`config.mk`:
```
export PLATFORM = sky130hd
export DESIGN_NAME = xstack_core
export DESIGN_NICKNAME = d
export VERILOG_FILES = /design/src/rtl/xsc_pkg.sv /design/src/rtl/xsc_dpath.sv /design/src/rtl/xsc_ctrl.sv /design/src/rtl/xstack_core.sv
export SDC_FILE = /design/constraint.sdc
export NUM_CORES = 1
export LEC_CHECK = 0
export CORE_AREA = 8 8 211 213
export CTS_BUF_LIST = sky130_fd_sc_hd__clkbuf_16
export DETAILED_ROUTE_END_ITERATION = 8
export DIE_AREA = 0 0 219 221
export DONT_BUFFER_PORTS = 1
export PLACE_DENSITY_LB_ADDON = 0.15
export SYNTH_ARGS = -nofsm -noshare
export SYNTH_HDL_FRONTEND = slang
export SYNTH_SLANG_ARGS = --single-unit
```
`constraint.sdc`:
```
create_clock -name clk -period 21.8 [get_ports clk]
set_clock_uncertainty 0.05 [all_clocks]
set_input_delay 4.36 -clock clk [delete_from_list [all_inputs] [get_ports clk]]
set_output_delay 4.36 -clock clk [all_outputs]
set_load 0.01 [all_outputs]
```
`src/rtl/xsc_pkg.sv`:
```
package xsc_pkg;
  localparam int OPC_W = 4;

  typedef enum logic [3:0] {
    OP_PUSH0 = 4'h0, OP_LOAD  = 4'h1, OP_STORE = 4'h2, OP_LDIO  = 4'h3,
    OP_STIO  = 4'h4, OP_LDRNG = 4'h5, OP_GETS  = 4'h6, OP_PUTS  = 4'h7,
    OP_INC   = 4'h8, OP_DEC   = 4'h9, OP_POP   = 4'hA, OP_XOR   = 4'hB,
    OP_MUL   = 4'hC, OP_GOTO  = 4'hD, OP_IF    = 4'hE, OP_HALT  = 4'hF
  } opcode_e;

  typedef enum logic [2:0] {
    STK_NONE, STK_PUSH, STK_POP, STK_REPL, STK_FOLD, STK_PAIR
  } stkop_e;

  typedef enum logic [2:0] {
    SRC_ZERO, SRC_RAM, SRC_IO, SRC_RNG, SRC_NVM
  } pushsrc_e;

  typedef enum logic [1:0] {
    ALU_INC, ALU_DEC, ALU_XOR, ALU_MUL
  } aluop_e;

  typedef struct packed {
    stkop_e   stkOp;
    pushsrc_e pushSrc;
    aluop_e   aluOp;
    logic     ramWr;
    logic     nvmWr;
    logic     ioWr;
  } strobe_t;
endpackage

```
`src/rtl/xsc_dpath.sv`:
```
module xsc_dpath
  import xsc_pkg::*;
#(
  parameter int DATA_W = 8,
  parameter int STK_DEPTH = 16,
  parameter int RAM_DEPTH = 16,
  parameter int NVM_DEPTH = 16,
  parameter int ADDR_W = 4,
  parameter logic [NVM_DEPTH-1:0] NVM_PRIV_INIT = '0,
  parameter logic [NVM_DEPTH*DATA_W-1:0] NVM_DATA_INIT = '0,
  localparam int SP_W = $clog2(STK_DEPTH + 1)
) (
  input  logic              clk,
  input  logic              rstN,
  input  strobe_t           strb,
  input  logic [ADDR_W-1:0] cellAddr,
  input  logic [DATA_W-1:0] ioIn,
  input  logic [DATA_W-1:0] rngIn,
  output logic [DATA_W-1:0] ioOut,
  output logic              ioOutValid,
  output logic [SP_W-1:0]   sp,
  output logic [DATA_W-1:0] topVal,
  output logic              topPriv
);
  localparam int IDX_W = $clog2(STK_DEPTH);
  localparam int RA_W  = $clog2(RAM_DEPTH);
  localparam int NA_W  = $clog2(NVM_DEPTH);

  logic [DATA_W-1:0]    stkVal [STK_DEPTH];
  logic [STK_DEPTH-1:0] stkPriv;
  logic [SP_W-1:0]      spQ;
  logic [IDX_W-1:0]     topIdx, nxtIdx, pushIdx;
  logic [DATA_W-1:0]    nxtVal;
  logic                 nxtPriv;

  logic [DATA_W-1:0]    ramVal [RAM_DEPTH];
  logic [RAM_DEPTH-1:0] ramPriv;
  logic [NVM_DEPTH*DATA_W-1:0] nvmFlat = NVM_DATA_INIT;
  logic [NVM_DEPTH-1:0]        nvmPriv = NVM_PRIV_INIT;

  logic [RA_W-1:0]      ramAddr;
  logic [NA_W-1:0]      nvmAddr;
  logic [DATA_W-1:0]    pushVal, aluLo, aluHi;
  logic                 pushPriv, aluPriv;
  logic [2*DATA_W-1:0]  prod;

  assign ramAddr = RA_W'(cellAddr);
  assign nvmAddr = NA_W'(cellAddr);
  assign topIdx  = IDX_W'(spQ - SP_W'(1));
  assign nxtIdx  = IDX_W'(spQ - SP_W'(2));
  assign pushIdx = IDX_W'(spQ);
  assign sp      = spQ;

  // entries beyond the live depth read as public zero
  always_comb begin
    topVal  = (spQ != '0) ? stkVal[topIdx] : '0;
    topPriv = (spQ != '0) && stkPriv[topIdx];
    nxtVal  = (spQ > SP_W'(1)) ? stkVal[nxtIdx] : '0;
    nxtPriv = (spQ > SP_W'(1)) && stkPriv[nxtIdx];
  end

  always_comb begin
    unique case (strb.pushSrc)
      SRC_RAM: begin pushVal = ramVal[ramAddr]; pushPriv = ramPriv[ramAddr]; end
      SRC_IO:  begin pushVal = ioIn;            pushPriv = 1'b0; end
      SRC_RNG: begin pushVal = rngIn;           pushPriv = 1'b1; end
      SRC_NVM: begin
        pushVal  = nvmFlat[nvmAddr*DATA_W +: DATA_W];
        pushPriv = nvmPriv[nvmAddr];
      end
      default: begin pushVal = '0; pushPriv = 1'b0; end
    endcase
  end

  assign prod = {{DATA_W{1'b0}}, topVal} * {{DATA_W{1'b0}}, nxtVal};

  always_comb begin
    aluHi = prod[2*DATA_W-1:DATA_W];
    unique case (strb.aluOp)
      ALU_INC: aluLo = topVal + DATA_W'(1);
      ALU_DEC: aluLo = topVal - DATA_W'(1);
      ALU_XOR: aluLo = topVal ^ nxtVal;
      default: aluLo = prod[DATA_W-1:0];
    endcase
    aluPriv = (strb.aluOp == ALU_INC || strb.aluOp == ALU_DEC) ?
              topPriv : (topPriv | nxtPriv);
  end

  // stack tags and depth: reset
  always_ff @(posedge clk or negedge rstN) begin
    if (!rstN) begin
      spQ     <= '0;
      stkPriv <= '0;
    end else begin
      unique case (strb.stkOp)
        STK_PUSH: begin stkPriv[pushIdx] <= pushPriv; spQ <= spQ + SP_W'(1); end
        STK_POP:  begin stkPriv[topIdx] <= 1'b0;      spQ <= spQ - SP_W'(1); end
        STK_REPL: stkPriv[topIdx] <= aluPriv;
        STK_FOLD: begin
          stkPriv[nxtIdx] <= aluPriv;
          stkPriv[topIdx] <= 1'b0;
          spQ <= spQ - SP_W'(1);
        end
        STK_PAIR: begin stkPriv[nxtIdx] <= aluPriv; stkPriv[topIdx] <= aluPriv; end
        default: ;
      endcase
    end
  end

  // stack values: no reset needed
  always_ff @(posedge clk) begin
    unique case (strb.stkOp)
      STK_PUSH: stkVal[pushIdx] <= pushVal;
      STK_REPL: stkVal[topIdx]  <= aluLo;
      STK_FOLD: stkVal[nxtIdx]  <= aluLo;
      STK_PAIR: begin stkVal[nxtIdx] <= aluHi; stkVal[topIdx] <= aluLo; end
      default: ;
    endcase
  end

  always_ff @(posedge clk or negedge rstN) begin
    if (!rstN) ramPriv <= '0;
    else if (strb.ramWr) ramPriv[ramAddr] <= topPriv;
  end

  always_ff @(posedge clk) begin
    if (strb.ramWr) ramVal[ramAddr] <= topVal;
  end

  // NVM keeps its contents through reset
  always_ff @(posedge clk) begin
    if (strb.nvmWr) begin
      nvmFlat[nvmAddr*DATA_W +: DATA_W] <= topVal;
      nvmPriv[nvmAddr] <= topPriv;
    end
  end

  always_ff @(posedge clk or negedge rstN) begin
    if (!rstN) begin
      ioOut      <= '0;
      ioOutValid <= 1'b0;
    end else begin
      ioOutValid <= strb.ioWr;
      if (strb.ioWr) ioOut <= topVal;
    end
  end
endmodule

```
`src/rtl/xsc_ctrl.sv`:
```
module xsc_ctrl
  import xsc_pkg::*;
#(
  parameter int DATA_W = 8,
  parameter int IMM_W = 8,
  parameter int STK_DEPTH = 16,
  localparam int SP_W = $clog2(STK_DEPTH + 1)
) (
  input  logic                   clk,
  input  logic                   rstN,
  input  logic [OPC_W+IMM_W-1:0] insWord,
  input  logic                   stall,
  input  logic [SP_W-1:0]        sp,
  input  logic [DATA_W-1:0]      topVal,
  input  logic                   topPriv,
  output strobe_t                strb,
  output logic [IMM_W-1:0]       pcReq,
  output logic                   crit,
  output logic                   critPrivate,
  output logic                   halted,
  output logic                   fault
);
  opcode_e          opc;
  logic [IMM_W-1:0] imm, pcQ, pcNext;
  logic [1:0]       needN;
  logic             grows, stackErr, exec;
  strobe_t          raw;

  assign opc = opcode_e'(insWord[OPC_W+IMM_W-1:IMM_W]);
  assign imm = insWord[IMM_W-1:0];

  always_comb begin
    raw   = '{stkOp: STK_NONE, pushSrc: SRC_ZERO, aluOp: ALU_INC,
              ramWr: 1'b0, nvmWr: 1'b0, ioWr: 1'b0};
    needN = 2'd0;
    grows = 1'b0;
    unique case (opc)
      OP_PUSH0: begin raw.stkOp = STK_PUSH; grows = 1'b1; end
      OP_LOAD:  begin raw.stkOp = STK_PUSH; raw.pushSrc = SRC_RAM; grows = 1'b1; end
      OP_LDIO:  begin raw.stkOp = STK_PUSH; raw.pushSrc = SRC_IO;  grows = 1'b1; end
      OP_LDRNG: begin raw.stkOp = STK_PUSH; raw.pushSrc = SRC_RNG; grows = 1'b1; end
      OP_GETS:  begin raw.stkOp = STK_PUSH; raw.pushSrc = SRC_NVM; grows = 1'b1; end
      OP_STORE: begin raw.stkOp = STK_POP; raw.ramWr = 1'b1; needN = 2'd1; end
      OP_STIO:  begin raw.stkOp = STK_POP; raw.ioWr  = 1'b1; needN = 2'd1; end
      OP_PUTS:  begin raw.stkOp = STK_POP; raw.nvmWr = 1'b1; needN = 2'd1; end
      OP_POP, OP_IF: begin raw.stkOp = STK_POP; needN = 2'd1; end
      OP_INC:   begin raw.stkOp = STK_REPL; raw.aluOp = ALU_INC; needN = 2'd1; end
      OP_DEC:   begin raw.stkOp = STK_REPL; raw.aluOp = ALU_DEC; needN = 2'd1; end
      OP_XOR:   begin raw.stkOp = STK_FOLD; raw.aluOp = ALU_XOR; needN = 2'd2; end
      OP_MUL:   begin raw.stkOp = STK_PAIR; raw.aluOp = ALU_MUL; needN = 2'd2; end
      default: ;
    endcase
  end

  assign stackErr = (SP_W'(needN) > sp) || (grows && sp == SP_W'(STK_DEPTH));
  assign exec     = !stall && !halted && !stackErr;
  assign strb     = exec ? raw : '{stkOp: STK_NONE, pushSrc: SRC_ZERO,
                                   aluOp: ALU_INC, ramWr: 1'b0,
                                   nvmWr: 1'b0, ioWr: 1'b0};

  always_comb begin
    unique case (opc)
      OP_GOTO: pcNext = imm;
      OP_IF:   pcNext = (topVal != '0) ? imm : pcQ + IMM_W'(1);
      OP_HALT: pcNext = pcQ;
      default: pcNext = pcQ + IMM_W'(1);
    endcase
  end

  always_ff @(posedge clk or negedge rstN) begin
    if (!rstN) begin
      pcQ    <= IMM_W'(1);
      halted <= 1'b0;
      fault  <= 1'b0;
    end else if (!stall && !halted) begin
      if (stackErr) begin
        fault  <= 1'b1;
        halted <= 1'b1;
      end else begin
        pcQ <= pcNext;
        if (opc == OP_HALT) halted <= 1'b1;
      end
    end
  end

  assign pcReq       = pcQ;
  assign crit        = !halted && (opc == OP_PUTS || opc == OP_STIO || opc == OP_IF);
  assign critPrivate = crit && topPriv;
endmodule

```
`src/rtl/xstack_core.sv`:
```
module xstack_core
  import xsc_pkg::*;
#(
  parameter int DATA_W = 8,
  parameter int IMM_W = 8,
  parameter int STK_DEPTH = 16,
  parameter int RAM_DEPTH = 16,
  parameter int NVM_DEPTH = 16,
  parameter logic [NVM_DEPTH-1:0] NVM_PRIV_INIT = '0,
  parameter logic [NVM_DEPTH*DATA_W-1:0] NVM_DATA_INIT = '0
) (
  input  logic                   clk,
  input  logic                   rstN,
  output logic [IMM_W-1:0]       pcReq,
  input  logic [OPC_W+IMM_W-1:0] insWord,
  input  logic                   stall,
  input  logic [DATA_W-1:0]      ioIn,
  input  logic [DATA_W-1:0]      rngIn,
  output logic [DATA_W-1:0]      ioOut,
  output logic                   ioOutValid,
  output logic                   crit,
  output logic                   critPrivate,
  output logic                   halted,
  output logic                   fault
);
  localparam int SP_W   = $clog2(STK_DEPTH + 1);
  localparam int ADDR_W = ($clog2(RAM_DEPTH) > $clog2(NVM_DEPTH)) ?
                          $clog2(RAM_DEPTH) : $clog2(NVM_DEPTH);

  strobe_t           strb;
  logic [SP_W-1:0]   sp;
  logic [DATA_W-1:0] topVal;
  logic              topPriv;

  xsc_ctrl #(.DATA_W(DATA_W), .IMM_W(IMM_W), .STK_DEPTH(STK_DEPTH)) u_ctrl (
    .clk(clk), .rstN(rstN), .insWord(insWord), .stall(stall), .sp(sp),
    .topVal(topVal), .topPriv(topPriv), .strb(strb), .pcReq(pcReq),
    .crit(crit), .critPrivate(critPrivate), .halted(halted), .fault(fault)
  );

  xsc_dpath #(
    .DATA_W(DATA_W), .STK_DEPTH(STK_DEPTH), .RAM_DEPTH(RAM_DEPTH),
    .NVM_DEPTH(NVM_DEPTH), .ADDR_W(ADDR_W), .NVM_PRIV_INIT(NVM_PRIV_INIT),
    .NVM_DATA_INIT(NVM_DATA_INIT)
  ) u_dpath (
    .clk(clk), .rstN(rstN), .strb(strb), .cellAddr(ADDR_W'(insWord[IMM_W-1:0])),
    .ioIn(ioIn), .rngIn(rngIn), .ioOut(ioOut), .ioOutValid(ioOutValid),
    .sp(sp), .topVal(topVal), .topPriv(topPriv)
  );
endmodule

```
==> impl_metrics.sql <==
INSERT INTO impl_metrics (metric_group, metric, value, unit) VALUES
('status', 'status', 'complete, no violations', ''),
('synth', 'yosys.cell_types.count', '90', ''),
('place', 'place_area', '0.0268', 'mm2'),
('min_path', 'class_of_the_most_critical_hold_timing_path', 'reg2reg', ''),
('global_routing', 'grt_max_degree', '83', ''),
('timing', 'fmax', '103', 'MHz'),
('detailed_routing', 'detail_route.wl_per_cell', '28.2', 'um'),
('worst_setup_path', 'setup.worst_path.class', 'in2out', ''),
('flow_run', 'max-cap-violations', '0', ''),
('worst_setup_path', 'critical_path.max_fanout', '24', ''),
('place', 'buffer_ports.inserted', '0', ''),
('worst_setup_path', 'worst-path-buf-inv', '0', ''),
('layout', 'n_fill_cell', '2932', ''),
('timing', 'max-slew-margin-rel', '11.7', '%'),
('synth', 'syn-mean-instance-area', '12.7', 'um2'),
('layout', 'design_area', '0.0283', 'mm2'),
('synth', 'synthesis.instances', '2084', ''),
('die', 'dieWidth', '219', 'um'),
('global_routing', 'first_global_vias', '18200', ''),
('cts', 'clockBufferDepth', '3', ''),
('synth', 'ys_top_cells_by_area', 'sky130_fd_sc_hd__edfxtp_1 (45%), sky130_fd_sc_hd__mux4_2 (15%), sky130_fd_sc_hd__dfrtp_1 (5.2%)', ''),
('timing', 'shortest_period_the_worst_path_allows', '9.73', 'ns'),
('worst_setup_path', 'critical-path-max-stage-delay', '0.42', 'ns'),
('worst_setup_path', 'cpMaxStageDelayCell', 'sky130_fd_sc_hd__nor3b_1', ''),
('die', 'start_util', '64.0', '%'),
('worst_setup_path', 'crit_family', 'simple AND/OR/NAND/NOR gates', ''),
('worst_setup_path', 'worst-endpoint-required', '17.39', 'ns'),
('global_routing', 'antenna_found_initial', '0', ''),
('timing', 'worstMarginPinSlew', '1.32', 'ns'),
('synth', 'syn_nets', '2219', ''),
('cts', 'cts_buffers', '48', ''),
('synth', 'dominantRegCellSynth', 'sky130_fd_sc_hd__edfxtp_1', ''),
('cts', 'worst_setup_hold_path_clk_slew', '0.05', 'ns'),
('detailed_routing', 'drc_errors', '0', ''),
('timing', 'totalNegativeSetupSlack', '0', 'ns'),
('die', 'ioPinCount', '52', ''),
('cts', 'post_cts_resized', '0', ''),
('detailed_routing', 'postRouteWirelength', '73.8', 'mm'),
('cts', 'post_cts_setup_buffers', '0', ''),
('timing', 'final-max-slew-violation-count', '0', ''),
('die', 'floorplan.rows', '75', ''),
('synth', 'largest_area_contributor_in_the_netlist', 'sky130_fd_sc_hd__edfxtp_1', ''),
('layout', 'area_growth', '6.91', '%'),
('cts', 'ctsHtreeMaxLevel', '2', ''),
('detailed_routing', 'first_iter_violations', '2186', ''),
('synth', 'synth-edff-count', '400', ''),
('detailed_routing', 'drt_first_pass_iters', '8', ''),
('global_routing', 'grt_first_pass_wirelength', '112', 'mm'),
('timing', 'rsz0062_at_grt', 'no', ''),
('worst_setup_path', 'timing.critical_path.arrival', '5.32', 'ns'),
('timing', 'min_period_over_period', '44.6', '%'),
('cts', 'cts.sinks', '456', ''),
('worst_setup_path', 'worst_setup_path_end_kind', 'output port', ''),
('worst_setup_path', 'crit_path_cell_trace', 'nor3_1 > a21oi_1 > nor3b_1 > and3_1', ''),
('timing', 'final-hold-violation-count', '0', ''),
('synth', 'ys_top_cells_by_count', 'sky130_fd_sc_hd__edfxtp_1 (400), sky130_fd_sc_hd__nor2_1 (323), sky130_fd_sc_hd__mux4_2 (175)', ''),
('place', 'post-dp-hpwl', '50.6', 'mm'),
('place', 'globalplace.congestion', '0.946', ''),
('synth', 'synth_top_area_share', '45.4', '%'),
('cts', 'clock_tree.root_cell', 'sky130_fd_sc_hd__clkbuf_16', ''),
('timing', 'setup_violations', '0', ''),
('cts', 'insertion_delay', '0.59', 'ns'),
('detailed_routing', 'via_count', '18200', ''),
('detailed_routing', 'viasPerCell', '6.95', ''),
('die', 'floorplan.die_area', '0.0484', 'mm2'),
('global_routing', 'globalRouteOverflowTotal', '0', ''),
('die', 'chipHeight', '221', 'um'),
('layout', 'num_antenna_cells', '0', ''),
('synth', 'post-synth-top-count-cell', 'sky130_fd_sc_hd__edfxtp_1', ''),
('synth', 'yosysSeqAreaShare', '50.7', '%'),
('synth', 'netlist_area', '0.0264', 'mm2'),
('layout', 'final_nets', '2171', ''),
('synth', 'postSynthRegisterBits', '456', ''),
('cts', 'clock_tree_from_tritoncts', 'built', ''),
('synth', 'yosys_warnings', '0', ''),
('worst_setup_path', 'worst_setup_path_start_kind', 'primary input', ''),
('cts', 'ctsHoldBuffers', '0', ''),
('global_routing', 'globalRouteTotalUtil', '30.5', '%'),
('detailed_routing', 'postRouteAntennaNets', '0', ''),
('die', 'core_region_area', '0.0413', 'mm2'),
('layout', 'drive_above_1_share', '17.8', '%'),
('synth', 'async_flop_share', '12.3', '%');
-- cell type report --
type | instances | area [um2] | share of cell area, %
Sequential cell | 456 | 13400 | 47.5
Inverter | 81 | 304 | 1.08
Multi-Input combinational cell | 1405 | 12100 | 42.7
Clock inverter | 41 | 273 | 0.965
Timing Repair Buffer | 44 | 330 | 1.17
Clock buffer | 48 | 1200 | 4.25
Tap cell | 539 | 674 | 2.39
-- logic make-up (layout without fill, tap and decap cells) --
logic type,after synthesis,after routing,synth area share (%)
AOI/OAI and AO/OA,335,335,8.31
and+or+nand+nor,654,654,11.0
DFF,456,456,50.7
muxes,280,280,19.1
buffers and inverters,223,214,3.70
adders and majority gates,104,104,5.97
xor gates and xnor gates,32,32,1.19
-- flip-flops by register name, indices dropped and copies added, names as in the netlist, 5 cells and up --
name and count:
u_dpath.nvmPriv 16, u_dpath.nvmFlat 128, u_dpath.sp 5, u_dpath.ramVal 128, u_dpath.stkVal 128, u_dpath.stkPriv 16
u_ctrl.pcReq 8, u_dpath.ioOut 8, u_dpath.ramPriv 16
-- layer usage --
metal	track usage, %	up-vias	wire (um)
met5	0	-	0
met4	13.3	0	3530
met2	49.5	1114	36100
li1	-	7767	-
met1	39.7	9100	26900
met3	5.92	192	7200
-- stage by stage --
stage | utilization, % | instances | hold slack, ns | setup slack, ns
3_3_place_gp | 64.9 | 2525 | 0.435 | 12.02
5_1_grt | 68.5 | 2614 | 0.473 | 11.65
2_1_floorplan | - | 2084 | 0.425 | 11.63
3_5_place_dp | 64.9 | 2525 | 0.442 | 12.05
4_1_cts | 68.5 | 2614 | 0.455 | 12.05
6_report | 68.5 | 2614 | 0.455 | 12.07
-- worst paths after layout --
kind | start | end | cells past startpoint | slack (ns)
max | insWord[9] | critPrivate | 4 | 12.07
min | u_dpath.ramPriv[7]$_DFFE_PN0P_ | u_dpath.ramPriv[7]$_DFFE_PN0P_ | 1 | 0.45
max reg2reg | u_dpath.sp[0]$_DFFE_PN0P_ | u_dpath.stkVal[1][5]$_DFFE_PP_ | 23 | 12.18
min reg2reg | u_dpath.ramPriv[7]$_DFFE_PN0P_ | u_dpath.ramPriv[7]$_DFFE_PN0P_ | 1 | 0.45
max in group asynchronous | rstN | u_ctrl.pcReq[0]$_DFFE_PN1P_ | 0 | 18.05
min in group asynchronous | rstN | u_dpath.stkPriv[0]$_DFFE_PN0P_ | 0 | 3.41
-- cell usage in the layout (no fill, tap or decap), drive strengths merged, types with 14 or more instances in the layout --
| master | instances |
|---|---|
| a21oi | 124 |
| nor2 | 326 |
| nand3 | 50 |
| nand2 | 139 |
| ha | 67 |
| mux2 | 37 |
| and3 | 34 |
| o21ai | 74 |
| mux4 | 175 |
| nor3 | 33 |
| and2 | 14 |
| o22ai | 25 |
| nand2b | 17 |
| clkbuf | 48 |
| a22oi | 14 |
| fa | 37 |
| xnor2 | 23 |
| mux2i | 68 |
| clkinv | 21 |
| edfxtp | 400 |
| dfrtp | 55 |
| inv | 97 |
| buf | 44 |
Power is left out: the tool's default activity adds up to more than one toggle a clock period on the data nets, which glitch-free logic cannot reach.
